File: src/rtl/ptc_pkg.sv
package ptc_pkg;
  typedef struct packed {
    logic capture;
    logic fill;
    logic flushAll;
    logic useWalk;
  } ptcStrobes_t;

  typedef enum logic {ST_IDLE, ST_WALK} ptcState_t;
endpackage

File: src/rtl/ptc_entry_array.sv
module ptc_entry_array #(
  parameter int VPN_W  = 19,
  parameter int PPN_W  = 19,
  parameter int IDX_W  = 4,
  parameter int MODE_W = 2,
  parameter int ASN_W  = 8
) (
  input  logic              clk,
  input  logic              rst_n,
  input  logic              flushAll,
  input  logic              fillEn,
  input  logic [IDX_W-1:0]  fillIdx,
  input  logic [VPN_W-1:0]  fillVpn,
  input  logic [PPN_W-1:0]  fillPpn,
  input  logic [MODE_W-1:0] fillMode,
  input  logic [ASN_W-1:0]  fillAsn,
  input  logic [IDX_W-1:0]  lookIdx,
  input  logic [VPN_W-1:0]  lookVpn,
  input  logic [MODE_W-1:0] lookMode,
  input  logic [ASN_W-1:0]  lookAsn,
  output logic              lookHit,
  output logic [PPN_W-1:0]  lookPpn
);
  localparam int DEPTH = 1 << IDX_W;

  logic [DEPTH-1:0]  validQ;
  logic [VPN_W-1:0]  vpnQ  [DEPTH];
  logic [PPN_W-1:0]  ppnQ  [DEPTH];
  logic [MODE_W-1:0] modeQ [DEPTH];
  logic [ASN_W-1:0]  asnQ  [DEPTH];

  always_ff @(posedge clk) begin
    if (!rst_n || flushAll) validQ <= '0;
    else if (fillEn)        validQ[fillIdx] <= 1'b1;
  end

  always_ff @(posedge clk) begin
    if (fillEn) begin
      vpnQ[fillIdx]  <= fillVpn;
      ppnQ[fillIdx]  <= fillPpn;
      modeQ[fillIdx] <= fillMode;
      asnQ[fillIdx]  <= fillAsn;
    end
  end

  always_comb begin
    lookHit = validQ[lookIdx] && (vpnQ[lookIdx] == lookVpn) &&
              (modeQ[lookIdx] == lookMode) && (asnQ[lookIdx] == lookAsn);
    lookPpn = ppnQ[lookIdx];
  end

  AST_FLUSH_CLEARS: assert property (@(posedge clk) disable iff (!rst_n)
    flushAll |=> !lookHit);

  AST_FILL_HITS: assert property (@(posedge clk) disable iff (!rst_n)
    (fillEn && !flushAll) |=> (!(lookIdx == $past(fillIdx) && lookVpn == $past(fillVpn) &&
      lookMode == $past(fillMode) && lookAsn == $past(fillAsn)) || lookHit));
endmodule

File: src/rtl/ptc_dpath.sv
module ptc_dpath
  import ptc_pkg::*;
#(
  parameter int VA_W      = 32,
  parameter int PA_W      = 32,
  parameter int PAGE_BITS = 13,
  parameter int IDX_W     = 4,
  parameter int MODE_W    = 2,
  parameter int ASN_W     = 8,
  parameter int FLAG_W    = 3
) (
  input  logic              clk,
  input  logic              rst_n,
  input  ptcStrobes_t       strobes,
  input  logic [VA_W-1:0]   vaddr,
  input  logic              isWrite,
  input  logic [FLAG_W-1:0] accFlags,
  input  logic [MODE_W-1:0] curMode,
  input  logic [ASN_W-1:0]  curAsn,
  input  logic [PA_W-1:0]   walkPaddr,
  output logic              hitRaw,
  output logic              capBypass,
  output logic [PA_W-1:0]   physAddr,
  output logic [VA_W-1:0]   walkVaddr,
  output logic              walkWrite,
  output logic [FLAG_W-1:0] walkFlags
);
  localparam int VPN_W = VA_W - PAGE_BITS;
  localparam int PPN_W = PA_W - PAGE_BITS;

  logic [VA_W-1:0]   capVaddr;
  logic              capWrite;
  logic [FLAG_W-1:0] capFlags;
  logic [MODE_W-1:0] capMode;
  logic [ASN_W-1:0]  capAsn;

  always_ff @(posedge clk) begin
    if (!rst_n) begin
      capVaddr <= '0;
      capWrite <= 1'b0;
      capFlags <= '0;
      capMode  <= '0;
      capAsn   <= '0;
    end else if (strobes.capture) begin
      capVaddr <= vaddr;
      capWrite <= isWrite;
      capFlags <= accFlags;
      capMode  <= curMode;
      capAsn   <= curAsn;
    end
  end

  logic [1:0]       hitVec;
  logic [PPN_W-1:0] ppnVec [2];

  for (genvar g = 0; g < 2; g++) begin : g_dir
    ptc_entry_array #(
      .VPN_W(VPN_W), .PPN_W(PPN_W), .IDX_W(IDX_W), .MODE_W(MODE_W), .ASN_W(ASN_W)
    ) u_arr (
      .clk      (clk),
      .rst_n    (rst_n),
      .flushAll (strobes.flushAll),
      .fillEn   (strobes.fill && (capWrite == (g != 0))),
      .fillIdx  (capVaddr[PAGE_BITS +: IDX_W]),
      .fillVpn  (capVaddr[VA_W-1:PAGE_BITS]),
      .fillPpn  (walkPaddr[PA_W-1:PAGE_BITS]),
      .fillMode (capMode),
      .fillAsn  (capAsn),
      .lookIdx  (vaddr[PAGE_BITS +: IDX_W]),
      .lookVpn  (vaddr[VA_W-1:PAGE_BITS]),
      .lookMode (curMode),
      .lookAsn  (curAsn),
      .lookHit  (hitVec[g]),
      .lookPpn  (ppnVec[g])
    );
  end

  always_comb begin
    hitRaw    = hitVec[isWrite];
    capBypass = |capFlags;
    walkVaddr = capVaddr;
    walkWrite = capWrite;
    walkFlags = capFlags;
    if (strobes.useWalk)
      physAddr = {walkPaddr[PA_W-1:PAGE_BITS], capVaddr[PAGE_BITS-1:0]};
    else
      physAddr = {ppnVec[isWrite], vaddr[PAGE_BITS-1:0]};
  end

  AST_CAPTURE_TO_WALKER: assert property (@(posedge clk) disable iff (!rst_n)
    strobes.capture |=> (walkVaddr == $past(vaddr) && walkWrite == $past(isWrite)));
endmodule

File: src/rtl/ptc_ctrl.sv
module ptc_ctrl
  import ptc_pkg::*;
(
  input  logic        clk,
  input  logic        rst_n,
  input  logic        flush,
  input  logic        lookupValid,
  input  logic        privReq,
  input  logic        hitRaw,
  input  logic        capBypass,
  input  logic        walkAck,
  input  logic        walkFault,
  output ptcStrobes_t strobes,
  output logic        hit,
  output logic        done,
  output logic        fault,
  output logic        walkReq
);
  ptcState_t stateQ, stateD;

  always_ff @(posedge clk) begin
    if (!rst_n) stateQ <= ST_IDLE;
    else        stateQ <= stateD;
  end

  always_comb begin
    stateD           = stateQ;
    strobes          = '0;
    strobes.flushAll = flush;
    hit              = 1'b0;
    done             = 1'b0;
    fault            = 1'b0;
    walkReq          = 1'b0;
    case (stateQ)
      ST_IDLE: begin
        if (lookupValid) begin
          if (!privReq && hitRaw) begin
            hit  = 1'b1;
            done = 1'b1;
          end else begin
            strobes.capture = 1'b1;
            stateD          = ST_WALK;
          end
        end
      end
      default: begin
        walkReq         = 1'b1;
        strobes.useWalk = 1'b1;
        if (walkAck) begin
          done         = 1'b1;
          fault        = walkFault;
          strobes.fill = !walkFault && !capBypass && !flush;
          stateD       = ST_IDLE;
        end
      end
    endcase
  end

  AST_REQ_HELD: assert property (@(posedge clk) disable iff (!rst_n)
    (walkReq && !walkAck) |=> walkReq);

  AST_HIT_NO_WALK: assert property (@(posedge clk) disable iff (!rst_n)
    hit |-> (done && !walkReq && !fault));

  AST_BUSY_IGNORES: assert property (@(posedge clk) disable iff (!rst_n)
    (walkReq && lookupValid && !walkAck) |=> (walkReq && !hit));

  AST_REQ_FROM_LOOKUP: assert property (@(posedge clk) disable iff (!rst_n)
    $rose(walkReq) |-> $past(lookupValid));
endmodule

File: src/rtl/page_xlate_cache.sv
module page_xlate_cache
  import ptc_pkg::*;
#(
  parameter int VA_W      = 32,
  parameter int PA_W      = 32,
  parameter int PAGE_BITS = 13,
  parameter int IDX_W     = 4,
  parameter int MODE_W    = 2,
  parameter int ASN_W     = 8,
  parameter int FLAG_W    = 3
) (
  input  logic              clk,
  input  logic              rst_n,
  input  logic              flush,
  input  logic              lookupValid,
  input  logic [VA_W-1:0]   vaddr,
  input  logic              isWrite,
  input  logic [FLAG_W-1:0] accFlags,
  input  logic [MODE_W-1:0] curMode,
  input  logic [ASN_W-1:0]  curAsn,
  output logic              hit,
  output logic              done,
  output logic              fault,
  output logic [PA_W-1:0]   physAddr,
  output logic              walkReq,
  output logic [VA_W-1:0]   walkVaddr,
  output logic              walkWrite,
  output logic [FLAG_W-1:0] walkFlags,
  input  logic              walkAck,
  input  logic              walkFault,
  input  logic [PA_W-1:0]   walkPaddr
);
  ptcStrobes_t strobes;
  logic        hitRaw;
  logic        capBypass;

  ptc_ctrl u_ctrl (
    .clk         (clk),
    .rst_n       (rst_n),
    .flush       (flush),
    .lookupValid (lookupValid),
    .privReq     (|accFlags),
    .hitRaw      (hitRaw),
    .capBypass   (capBypass),
    .walkAck     (walkAck),
    .walkFault   (walkFault),
    .strobes     (strobes),
    .hit         (hit),
    .done        (done),
    .fault       (fault),
    .walkReq     (walkReq)
  );

  ptc_dpath #(
    .VA_W(VA_W), .PA_W(PA_W), .PAGE_BITS(PAGE_BITS), .IDX_W(IDX_W),
    .MODE_W(MODE_W), .ASN_W(ASN_W), .FLAG_W(FLAG_W)
  ) u_dpath (
    .clk       (clk),
    .rst_n     (rst_n),
    .strobes   (strobes),
    .vaddr     (vaddr),
    .isWrite   (isWrite),
    .accFlags  (accFlags),
    .curMode   (curMode),
    .curAsn    (curAsn),
    .walkPaddr (walkPaddr),
    .hitRaw    (hitRaw),
    .capBypass (capBypass),
    .physAddr  (physAddr),
    .walkVaddr (walkVaddr),
    .walkWrite (walkWrite),
    .walkFlags (walkFlags)
  );

  AST_FAULT_ENDS: assert property (@(posedge clk) disable iff (!rst_n)
    fault |-> (done && !hit && walkAck));
endmodule

File: config.mk
export PLATFORM = sky130hd
export DESIGN_NAME = page_xlate_cache
export DESIGN_NICKNAME = d
export VERILOG_FILES = /design/src/rtl/ptc_pkg.sv /design/src/rtl/ptc_entry_array.sv /design/src/rtl/ptc_dpath.sv /design/src/rtl/ptc_ctrl.sv /design/src/rtl/page_xlate_cache.sv
export SDC_FILE = /design/constraint.sdc
export NUM_CORES = 1
export LEC_CHECK = 0
export BUFFER_PORTS_ARGS = -buffer_cell sky130_fd_sc_hd__buf_2
export CAP_MARGIN = 5
export CORE_ASPECT_RATIO = 1.4
export CORE_MARGIN = 1
export CORE_UTILIZATION = 38
export DETAILED_ROUTE_END_ITERATION = 6
export HOLD_SLACK_MARGIN = 0.1
export SYNTH_ARGS = -nofsm -noshare
export SYNTH_HDL_FRONTEND = slang
export SYNTH_HIERARCHICAL = 1
export SYNTH_SLANG_ARGS = --single-unit
export TNS_END_PERCENT = 100
File: constraint.sdc
create_clock -name clk -period 15.4 [get_ports clk]
set_input_delay 3.08 -clock clk [delete_from_list [all_inputs] [get_ports clk]]
set_output_delay 3.08 -clock clk [all_outputs]
set_load 0.03 [all_outputs]
---- After elaboration in Yosys (flattened, before gate mapping) ----
Memory sizes are Yosys's and may differ from the RTL's.
Index checks and enable logic that the tools add are counted.
operators by class
  eq/ne operators ......................... 6
  reduce and logical (&&, ||, !) cells .... 20
  bitwise logic cells ..................... 4
  $lt $le $gt $ge ......................... 5
  muxes and demuxes ....................... 31
operators by type and width
  cell                number
  $mux 19             3
  $eq 19x19->1        2
  $mux 32             1
  $or 16x16->16       2
  $mux 1              24
  $eq 8x8->1          2
  $logic_and 1x1->1   12
  $lt 4x5->1 const B  2
  $bmux 1 s4          2
  $reduce_or 3->1     2
  $logic_not 1->1     5
  $demux 1 s4         1
  $eq 2x2->1          2
  $ge 4x1->1 const B  1
  $ge 2x2->1 const B  1
  $lt 1x2->1 const B  1
  $not 1->2           1
  $logic_or 1x1->1    1
  $not 1->1           1
word-level totals
  output and inout port bits .............. 72
  word-level logic and storage cells ...... 82
  RAM bits ................................ 1536
  memories kept ........................... 8
  flip-flop bits (word level) ............. 79
memories
  name                         depth  width  read ports  clocked after Yosys merged registers in  wr ports  line                   source
  u_dpath.g_dir[0].u_arr.ppnQ  16     19     1           0                                        1         ptc_entry_array.sv:28  logic [PPN_W-1:0] ppnQ [DEPTH];
  u_dpath.g_dir[0].u_arr.vpnQ  16     19     1           0                                        1         ptc_entry_array.sv:27  logic [VPN_W-1:0] vpnQ [DEPTH];
  u_dpath.g_dir[1].u_arr.ppnQ  16     19     1           0                                        1         ptc_entry_array.sv:28
  u_dpath.g_dir[1].u_arr.vpnQ  16     19     1           0                                        1         ptc_entry_array.sv:27
  u_dpath.g_dir[0].u_arr.asnQ  16     8      1           0                                        1         ptc_entry_array.sv:30  logic [ASN_W-1:0] asnQ [DEPTH];
  u_dpath.g_dir[1].u_arr.asnQ  16     8      1           0                                        1         ptc_entry_array.sv:30
  +2 memories                  -      -      -           -                                        -         -

---- Longest topological paths before layout ----
  word-level depth ........................ 11
  depth in mapped cells ................... 20
  depth with buffers taken out ............ 12

---- Hierarchy ----
The synthesis kept the hierarchy.
by module, submodules not included
  module            cells each  seq. area each (um2)  area an instance (um2)  instances
  ptc_entry_array   1391        23382.4               30793.3                 2
  ptc_dpath         230         920.9                 2376.0                  1
  ptc_ctrl          13          20.0                  118.9                   1
  page_xlate_cache  1           0.0                   6.3                     1

---- Worst setup path after synthesis ----
Ideal clock, no wire load.
  path type ............................... input to output
  from .................................... input port vaddr[13]
  to ...................................... output port done
  path slack .............................. 6.220 ns
  path buffers ............................ 2
  stages .................................. 11
  data required time ...................... 12.320 ns
  arrival ................................. 6.100 ns
  path through ............................ buf_6 -> buf_12 -> mux4_2 -> mux2i_1 -> nor3_1 -> or4_1 -> a2111o_1 -> nor4_2 -> mux2_2 -> nand2b_4 -> o21ai_0
on the way
  longest elaborated chain between the ends .. 11
ends and longest elaborated chain
  what                                                line                    source
  start, declared                                     page_xlate_cache.sv:16  input logic [VA_W-1:0] vaddr,
  $mem_v2 16x19 / $bmux 1 s4 (equally long branches)  -
  $eq 19x19->1 / $mux 1 (equally long branches)       ptc_entry_array.sv:47   lookHit = validQ[lookIdx] && (vpnQ[lookIdx] == lookVpn) &&
  $logic_and 1x1->1 (2 in series)                     ptc_entry_array.sv:47
  $logic_and 1x1->1 (*)                               ptc_entry_array.sv:48   (modeQ[lookIdx] == lookMode) && (asnQ[lookIdx] == lookAsn);
  via u_dpath.hitVec[0]                               ptc_dpath.sv:53         logic [1:0] hitVec;
  $mux 1 (not written as such) (*) (2 in series)      ptc_dpath.sv:79         hitRaw = hitVec[isWrite];
  via hitRaw                                          page_xlate_cache.sv:34  logic hitRaw;
  $logic_and 1x1->1 (*)                               ptc_ctrl.sv:37          if (!privReq && hitRaw) begin
  $mux 1 (*)                                          ptc_ctrl.sv:37
  $mux 1 (*)                                          ptc_ctrl.sv:36          if (lookupValid) begin
  $mux 1 (*)                                          ptc_ctrl.sv:34          case (stateQ)
  end, declared                                       page_xlate_cache.sv:22  output logic done,
The timed path passes the listed nets; every way through them passes the cells marked *. The select of a mux whose other input is x is not followed.

---- Worst setup path after layout ----
Same ends and word-level chain as after synthesis.

==> metrics.cfg <==
[timing]
setup_violations=0
fin_setup_tns_ps=0
finalHoldViolations=0
period_share_pct=71.7
drv_slew=0
fin_worst_skew_ps=28.8
slew_headroom_pct=16.0
period_needed_ps=11050
layout_setup_ws_ps=4350
max_clock_freq_ghz=0.0905
worstMarginPinSlew_ps=1230
rsz0062_at_grt=false

[power]
pwr-share-comb_pct=5.6
p_per_area_nw_per_um2=127
seqPwrFrac_pct=52.7
switching_share_pct=21.7
vdd.ir_drop.worst_mv=0.121
p_int_mw=7.21
p_switching_mw=2.00
power_frac_clock_pct=41.8
p_leak_nw=23.9

[clocking]
htreeDepth=4
root_buffer=clkbuf_16
clk_latency_ps=800
numCtsBuffers=158
clockBufferDepth=3
cts_hold_buf=0
cts_tree=built
cts_setup_buffers=0
path_clk_slew_ps=60
clock_sinks=1615
cts_resized=0

[place]
pre_cts_ws_ps=4190
place_inst=5343
gp_congestion=0.830
portBuffers=142
hpwl_um=95600

[route]
first_pass_iters=7
vias=31800
ant_nets=0
vias_per_cell=5.63
drt-initial-drc-count=3196
drt_wl_total_um=170000
route.detailed.drc=0
wl_per_cell_um=30.1

[yosys]
syn_avg_cell_area_um2=21.2
synth_cells=3026
ys_warn_count=6
seq_area_frac_synth_pct=74.4
ys_types=73
synthFlopType=edfxtp_1
ys_async_sr_fraction_pct=0
synth_edf_count=1536
ys_ff_latch=1615
synthesis.nets=3110
syn_area_um2=64100

[finish]
final_core_util_pct=43.3
nets=3337
layout_commonest_cell=edfxtp_1
drive_gt1_share_pct=26.7
final_cell_mix=edfxtp_1, mux4_2, mux2i_1, clkbuf_16, buf_2
fin_cells=5640
syn_to_final_growth_pct=13.2

[flow_run]
maxCapViolations=0

[floorplan]
die_x_um=349
dieArea_um2=170000
start_util_pct=38.2
core_um2=168000
fp-row-count=178
top_level_ports=156
die_height_um=488

[critical_path]
crit_fanout=87
worstPathArrival_ps=7970
critPathKind=in -> out
endpoint_kind=output pin
required_ps=12320
critPathLaunchType=primary input

[global_routing]
grt_pass1_vias=32300
gr-usage-met2_pct=33.9
met1_usage_pct=25.7
grt_max_degree=99
antenna_found_initial=18
busiest_layer=met2
track_usage_pct=20.0
gr-total-overflow=0
grt_first_pass_wirelength_um=241000
grtUsageMet3_pct=3.34

[run_status]
status=complete, no violations

[hold_path]
min_path_type=reg -> reg

[worst max-delay path: stages]
cell,delay (ps)
buf_8,430
buf_12,550
buf_4,730
mux4_2,580
nor2b_1,140
a211oi_1,270
a31oi_1,140
xor2_1,280
a2111o_1,390
nor4_2,340
mux2_2,250
nand2b_4,130
o21ai_0,200
buf_2,230
[kinds of logic (layout without fill, tap and decap cells)]
group	Yosys count	in the layout	share of synthesized area, %
flops	1615	1615	74.4
mux	601	601	17.3
simple gates	331	331	2.79
compound gates	241	241	2.78
buf+inv	176	536	1.87
xor+xnor	62	62	0.847
other cells	0	4	0
[synthesized netlist by cell type (7+ instances only)]
cell type | instances | area share (%)
nor2b_1 | 71 | 0.69
o21ai_0 | 35 | 0.27
a22o_1 | 16 | 0.22
mux2i_1 | 179 | 2.8
a221oi_1 | 16 | 0.22
a22oi_1 | 18 | 0.21
buf_4 | 28 | 0.33
o22ai_1 | 8 | 0.078
buf_2 | 36 | 0.28
nand4_1 | 12 | 0.12
o21ai_1 | 19 | 0.15
o21a_1 | 33 | 0.39
inv_1 | 18 | 0.11
xnor2_1 | 34 | 0.46
buf_1 | 12 | 0.070
or3_1 | 8 | 0.078
nor3_1 | 26 | 0.20
a21oi_1 | 10 | 0.078
mux4_1 | 30 | 1.2
nand2b_1 | 18 | 0.18
o221ai_1 | 8 | 0.11
dfxtp_1 | 79 | 2.5
a31oi_1 | 8 | 0.078
and2_1 | 7 | 0.068
nand3_1 | 20 | 0.16
mux2_2 | 30 | 0.53
xor2_1 | 28 | 0.38
a211oi_1 | 12 | 0.14
nand2_1 | 76 | 0.45
buf_6 | 30 | 0.53
clkbuf_1 | 37 | 0.22
edfxtp_1 | 1536 | 72
mux4_2 | 362 | 13
nor2_1 | 53 | 0.31
buf_12 | 8 | 0.25
[final cells by class]
cell class,instances,area [µm²]
Fill cell,14400,95100
Sequential cell,1615,47700
Multi-Input combinational cell,1235,15400
Clock buffer,224,4390
Tap cell,2250,2820
Timing Repair Buffer,223,1410
Clock inverter,69,758
Inverter,20,75.1
Antenna cell,4,10.0
[state kept, by name (all words and copies together) (netlist names)]
register / flops
u_dpath/walkFlags: 3
u_ctrl/stateQ: 1
u_dpath/walkWrite: 1
u_dpath/g_dir.u_arr/asnQ: 256
u_dpath/g_dir.u_arr/validQ: 32
u_dpath/g_dir.u_arr/vpnQ: 608
u_dpath/g_dir.u_arr/ppnQ: 608
u_dpath/capMode: 2
u_dpath/g_dir.u_arr/modeQ: 64
u_dpath/capAsn: 8
u_dpath/walkVaddr: 32
[metal layers]
| layer | routed length, µm | vias up | part of all wire [%] |
|---|---|---|---|
| met4 | 6430 | 10 | 3.8 |
| met5 | 66 | - | 0.039 |
| met3 | 10000 | 311 | 5.9 |
| met1 | 67800 | 17100 | 40 |
| met2 | 85700 | 1194 | 50 |
| li1 | - | 13100 | - |
[power by group through the flow]
stage	combinational [mW]	clock, mW	sequential, mW
after CTS	0.521	3.91	4.85
final	0.513	3.85	4.85
after detailed placement	0.520	0	4.94
after global placement	0.515	0	4.94
after global routing	0.545	4.07	4.85
after floorplan	0.314	0	4.96
[metrics by stage]
| step | area [µm²] | hold slack (ps) | total power, mW |
|---|---|---|---|
| finish | 72600 | 462 | 9.21 |
| global route | 72600 | 475 | 9.47 |
| CTS | 72600 | 462 | 9.28 |
| detailed placement | 67400 | 449 | 5.46 |
| global placement | 67400 | 441 | 5.46 |
| floorplan | 64100 | 435 | 5.27 |
[worst paths after layout]
| kind | from | endpoint | slack (ps) | cells past startpoint |
|---|---|---|---|---|
| min reg2reg | u_dpath/g_dir[0].u_arr/validQ[9] | u_dpath/g_dir[0].u_arr/validQ[9] | 460 | 1 |
| max | vaddr[13] | done | 4350 | 14 |
| max reg2reg | u_ctrl/stateQ | u_dpath/g_dir[0].u_arr/ppnQ[8][13] | 10320 | 7 |
| min | u_dpath/g_dir[0].u_arr/validQ[9] | u_dpath/g_dir[0].u_arr/validQ[9] | 460 | 1 |
(Power assumes the default switching activity.)
